--- config.mk ---
export PLATFORM = sky130hd
export DESIGN_NAME = match_lead_judge
export DESIGN_NICKNAME = d
export VERILOG_FILES = /design/src/rtl/judge_pkg.sv /design/src/rtl/judge_ctrl.sv /design/src/rtl/judge_outs.sv /design/src/rtl/match_lead_judge.sv
export SDC_FILE = /design/constraint.sdc
export NUM_CORES = 1
export LEC_CHECK = 0
export ABC_AREA = 1
export ABC_CLOCK_PERIOD_IN_PS = 1600
export CAP_MARGIN = 25
export CORE_AREA = 8 8 45 47
export DETAILED_ROUTE_END_ITERATION = 8
export DIE_AREA = 0 0 53 55
export PLACE_DENSITY_LB_ADDON = 0.12
export SETUP_SLACK_MARGIN = 0.1
export SYNTH_ARGS = -nofsm -noshare
export SYNTH_HDL_FRONTEND = slang
export SYNTH_SLANG_ARGS = --single-unit
--- constraint.sdc ---
create_clock -name clk -period 1.6 [get_ports clk]
set_input_delay 0.32 -clock clk [delete_from_list [all_inputs] [get_ports clk]]
set_output_delay 0.32 -clock clk [all_outputs]
set_load 0.05 [all_outputs]
--- src/rtl/judge_pkg.sv ---
package judge_pkg;

  localparam int StateWidth = 3;

  typedef enum logic [StateWidth-1:0] {
    LEVEL      = 3'd0,
    FIRST_UP   = 3'd1,
    SECOND_UP  = 3'd2,
    FIRST_WON  = 3'd3,
    SECOND_WON = 3'd4
  } matchState_t;

  typedef struct packed {
    logic declareFirst;
    logic declareSecond;
  } winStrobe_t;

  function automatic matchState_t openingRound(input logic secondScored);
    return secondScored ? SECOND_UP : FIRST_UP;
  endfunction

endpackage

--- src/rtl/judge_ctrl.sv ---
module judge_ctrl
  import judge_pkg::*;
(
  input  logic       clk,
  input  logic       rst,
  input  logic       scoreBit,
  output winStrobe_t strobes
);

  matchState_t stateQ;
  matchState_t stateD;

  always_comb begin
    stateD = stateQ;
    unique case (stateQ)
      FIRST_UP:  stateD = scoreBit ? LEVEL : FIRST_WON;
      SECOND_UP: stateD = scoreBit ? SECOND_WON : LEVEL;
      LEVEL, FIRST_WON, SECOND_WON: stateD = openingRound(scoreBit);
      default:   stateD = LEVEL;
    endcase
  end

  always_ff @(posedge clk) begin
    if (rst) stateQ <= LEVEL;
    else     stateQ <= stateD;
  end

  always_comb begin
    strobes.declareFirst  = (stateQ == FIRST_WON);
    strobes.declareSecond = (stateQ == SECOND_WON);
  end


  reset_level_chk: assert property (@(posedge clk) rst |=> stateQ == LEVEL);


  first_clinch_chk: assert property (@(posedge clk) disable iff (rst)
    (stateQ == FIRST_UP && !scoreBit) |=> stateQ == FIRST_WON);


  second_clinch_chk: assert property (@(posedge clk) disable iff (rst)
    (stateQ == SECOND_UP && scoreBit) |=> stateQ == SECOND_WON);


  single_win_cycle_chk: assert property (@(posedge clk) disable iff (rst)
    (stateQ == FIRST_WON || stateQ == SECOND_WON) |=>
      (stateQ == FIRST_UP || stateQ == SECOND_UP));


  no_win_from_level_chk: assert property (@(posedge clk) disable iff (rst)
    stateQ == LEVEL |=> (stateQ != FIRST_WON && stateQ != SECOND_WON));


  credit_direction_chk: assert property (@(posedge clk) disable iff (rst)
    (stateQ == LEVEL && scoreBit) |=> stateQ == SECOND_UP);

endmodule

--- src/rtl/judge_outs.sv ---
module judge_outs
  import judge_pkg::*;
(
  input  logic       clk,
  input  logic       rst,
  input  winStrobe_t strobes,
  output logic       winFlag,
  output logic       winnerSide
);

  always_comb begin
    winFlag    = strobes.declareFirst | strobes.declareSecond;
    winnerSide = strobes.declareSecond;
  end


  one_winner_chk: assert property (@(posedge clk) disable iff (rst)
    $onehot0({strobes.declareFirst, strobes.declareSecond}));


  quiet_side_chk: assert property (@(posedge clk) disable iff (rst)
    !winFlag |-> !winnerSide);


  flag_pulse_chk: assert property (@(posedge clk) disable iff (rst)
    winFlag |=> !winFlag);

endmodule

--- src/rtl/match_lead_judge.sv ---
module match_lead_judge
  import judge_pkg::*;
(
  input  logic clk,
  input  logic rst,
  input  logic scoreBit,
  output logic winFlag,
  output logic winnerSide
);

  winStrobe_t strobes;

  judge_ctrl i_ctrl (
    .clk      (clk),
    .rst      (rst),
    .scoreBit (scoreBit),
    .strobes  (strobes)
  );

  judge_outs i_outs (
    .clk        (clk),
    .rst        (rst),
    .strobes    (strobes),
    .winFlag    (winFlag),
    .winnerSide (winnerSide)
  );

endmodule

# Word-level counts from Yosys, hierarchy flattened
# Cells that the tools add are included.
dict set report classes {
  reduce_logical 2
  bitwise_logic 1
  n_mux 4
  eq_ne 4
}
# op count
set op_table {}
lappend op_table {{$pmux 3 s3} 1}
lappend op_table {{$eq 3x2->1 const B} 2}
lappend op_table {{$mux 2} 2}
lappend op_table {{$eq 3x1->1 const B} 1}
lappend op_table {{$eq 3x3->1 const B} 1}
lappend op_table {{$logic_not 3->1} 1}
lappend op_table {{$mux 3} 1}
lappend op_table {{$reduce_or 3->1} 1}
lappend op_table {{$or 1x1->1} 1}
dict set report totals {
  ff_bits 3
  output_inout_bits 2
  word_cells 12
  inputBits 3
}

# Depth between registers and ports, before layout
# Gate-level depths: netlist of the first run.
dict set report depth {
  depth_word 3
  ltp_mapped 5
  depth_no_buf 5
}

# By module
# Synthesis of the first run repeated with hierarchy kept, for this count alone.
dict set report unflattened {
  cells_unflattened 24
  hier_area_um2 157.7
}
# module cells_per_inst area_per_inst_um2 seq_area_each_um2 instances
set modules_own_cells {}
lappend modules_own_cells {judge_ctrl 20 138.9 60.1 1}
lappend modules_own_cells {judge_outs 4 18.8 0.0 1}

# Worst setup path after synthesis of the first run
# No wires, ideal clock.
dict set report synth_timing {
  path_kind {register -> output}
  from {register i_ctrl.stateQ[0]}
  to {output port winFlag}
  required_ns 1.280
  setup_slack_ns -0.250
  path_stages_with_launch 4
  path_buffers 0
  t_arrival_ns 1.530
  cell_sequence {dfxtp_1 inv_2 nand2_2 o21ai_0}
}
dict set report synth_via {
  elab_chain_cells 2
  elab_cells_between_ends 3
  classes_between {eq/ne: 2; bitwise: 1}
}
# item line_no
set synth_lines {}
lappend synth_lines {{start, declared} judge_ctrl.sv:10} ;# matchState_t stateQ;
lappend synth_lines {{start signal, assigned} judge_ctrl.sv:25} ;# else stateQ <= stateD;
lappend synth_lines {{$eq 3x2->1 / $eq 3x3->1 (equally long branches)} {judge_ctrl.sv:29, judge_ctrl.sv:30}}
lappend synth_lines {{$or 1x1->1 (*)} judge_outs.sv:12} ;# winFlag = strobes.declareFirst | strobes.declareSecond;
lappend synth_lines {{end, declared} match_lead_judge.sv:7} ;# output logic winFlag,
# Every way passes the cells marked *; elsewhere a longest branch is shown, timed or not.

# Worst setup path after layout of the first run
# Ends and elaborated chain as after synthesis.

==> results of run 1 <==
-- worst max-delay path, stage by stage (launching register included) --
cell and delay (ps):
dfxtp_1 330, inv_2 70, nand2_2 70, o21ai_1 220
buf_12 170
-- area by class of cell --
type	instances	area share, %
Multi-Input combinational cell	14	26.8
Timing Repair Buffer	4	24.2
Clock buffer	4	10.6
Inverter	4	6.06
Sequential cell	3	24.2
Tap cell	16	8.08
-- worst max-delay path by stage --
| stage | startpoint | endpoint | slack [ps] | cells past startpoint |
|---|---|---|---|---|
| after floorplan | i_ctrl.stateQ[0]$_SDFF_PP0_ | winFlag | 130 | 3 |
| after global placement | rst | i_ctrl.stateQ[0]$_SDFF_PP0_ | 420 | 3 |
| after detailed placement | i_ctrl.stateQ[0]$_SDFF_PP0_ | winFlag | 420 | 4 |
| after CTS | i_ctrl.stateQ[0]$_SDFF_PP0_ | winFlag | 170 | 4 |
| after global routing | i_ctrl.stateQ[2]$_SDFF_PP0_ | winFlag | 110 | 4 |
| final | i_ctrl.stateQ[0]$_SDFF_PP0_ | winFlag | 190 | 4 |
-- cells by family (layout without fill, tap and decap cells) --
group | after synthesis | count (layout)
AOI/OAI and AO/OA | 2 | 2
buffers and inverters | 4 | 12
DFF | 3 | 3
and+or+nand+nor | 12 | 12
-- report_power, final --
| part | internal [mW] | total [mW] | leakage (nW) | switching (mW) |
|---|---|---|---|---|
| clock | 0.0933 | 0.129 | 0.0150 | 0.0359 |
| combinational | 0.0186 | 0.0416 | 0.0654 | 0.0230 |
| sequential | 0.0801 | 0.0839 | 0.0247 | 0.00375 |
| total | 0.192 | 0.255 | 0.105 | 0.0627 |
-- metrics by stage --
| stage | area [µm²] | power, mW | hold slack [ps] |
|---|---|---|---|
| 6_report | 248 | 0.255 | 507 |
| 5_1_grt | 248 | 0.274 | 542 |
| 4_1_cts | 248 | 0.265 | 509 |
| 3_5_place_dp | 221 | 0.127 | 505 |
| 3_3_place_gp | 221 | 0.127 | 503 |
| 2_1_floorplan | 141 | 0.108 | 397 |
-- per-layer routing --
layer / vias up / routed length, µm / global-route usage, % / part of all wire, %
met5: - / 0 / 0 / 0
met4: 0 / 0 / 5.17 / 0
met3: 0 / 26 / 1.60 / 7.6
met2: 2 / 203 / 5.47 / 59
met1: 69 / 113 / 2.43 / 33
li1: 82 / - / - / -
-- cells in the final DEF, fill, tap and decap left out --
cell type,count
buf_12,2
a21boi_1,1
dfxtp_1,3
clkdlybuf4s50_1,2
nand3_1,2
clkbuf_4,3
nand4_1,1
nor2_1,3
inv_2,1
o21ai_1,1
nor3_1,1
nand2_1,4
nand2_2,1
inv_1,3
clkbuf_1,1
==> out/qor.yml, run 1 <==
area_growth_pct: 75.2
p_leak_nw: 0.105
criticalPathCategory: "reg -> out"
synthAdderAreaFrac_pct: 0
yosys-mux-area-fraction_pct: 0
dp_cells: 41
synthSimpleGateAreaFrac_pct: 38.1
nNetsFinal: 33
instances_no_fill: 45
synth_area_um2: 141
min_period_over_period_pct: 88.1
drt_pass1_iterations: 1
hold_path_class: "reg -> reg"
antenna_left: 0
reg_top3: "i_ctrl.stateQ: 3 flops"
antenna_cells: 0
dieArea_um2: 2920
die_h_um: 55
synth-compound-area-share_pct: 8.85
top_register: "i_ctrl.stateQ"
postCtsHoldBufs: 0
cap_violations: 0
setup.worst_path.end_class: "output pin"
drt_iter0_markers: 0
relSlewSlack_pct: 84.7
worstSetupStartpointType: "flop"
peakVddDrop_mv: 0.235
arrival_ps: 1090
cp_max_fo: 4
drv_slew: 0
antenna_found_initial: 0
via_count: 153
synth_area_per_cell_um2: 6.73
clock_latency_ps: 230
cts_tree: "done"
synth_flop_cell: "dfxtp_1"
fin_ws_ps: 191
die_w_um: 53
outcome: "completed"
coreArea_um2: 1380
largest_reg_flops: 3
dp_hpwl_um: 294
synth_edf_count: 0
min_from: "i_ctrl.stateQ[1]$_SDFF_PP0_"
rrSetupSlack_ps: 820
synth_top_cell_by_area: "dfxtp_1"
max_slew.worst_pin.slew_ps: 229
drc: 0
synth_area_leaders: "dfxtp_1, nand2_1, inv_1"
power_density_nw_per_um2: 1030
hold_end: "i_ctrl.stateQ[2]$_SDFF_PP0_"
avgRoutedWirePerCell_um: 7.64
synth_top_area_share_pct: 42.5
async_flop_share_pct: 0
period_needed_ps: 1410
fmax_mhz: 710
start_util_pct: 10.2
numCtsBuffers: 3
seqCellArea_um2: 60.1
cts-root-buf: "clkbuf_4"
synth_cells: 21
port_buffers: 4
vias_per_cell: 3.40
grt_max_degree: 7
skew_ps: 0.113
h-tree-depth: 1
cts_sinks: 3
drive_above_1_share_pct: 24.1
synth_nets: 24
holdPathStages: 2
rows: 14
r2r_cells: 5
setup_viol: 0
grt_pass1_wl_um: 627
synth-warning-count: 0
synth_top_family_by_area: "simple AND/OR/NAND/NOR gates"
synthTopCellsByCount: "nand2_1, dfxtp_1, inv_1, nor2_1, nand3_1"
cts_setup_buffers: 0
grt_usage_pct: 3.39
synth_seq_area_share_pct: 42.5
synth_seq_cells: 3
cts_buffer_depth: 2
pre_cts_ws_ps: 420
cts_resized: 0
regToRegEndpoint: "i_ctrl.stateQ[1]$_SDFF_PP0_"
required_ps: 1280
fin_util_pct: 17.9
ios: 5
yosys.area_share.xor_xnor_pct: 0
clk_pin_slew_ps: 40
synth_most_common_cell: "nand2_1"
gr-total-overflow: 0
multiInputGateArea_um2: 66.3
finalWirelength_um: 344
ys_types: 11
grt_pass1_vias: 175
hold_viol: 0
place_congestion: 0.683
rsz0062_at_grt: "no"
rr_startpoint: "i_ctrl.stateQ[0]$_SDFF_PP0_"
fin_setup_tns_ps: 0
nFillCells: 159
(Power assumes the default switching activity.)
==> run 2: changes to the inputs <==
--- a/config.mk
+++ b/config.mk
@@ -16,3 +16,4 @@
 export SYNTH_ARGS = -nofsm -noshare
 export SYNTH_HDL_FRONTEND = slang
 export SYNTH_SLANG_ARGS = --single-unit
+export TNS_END_PERCENT = 30
==> results of run 2 <==
The final DEF is identical to that of run 1; final timing and power are the same.
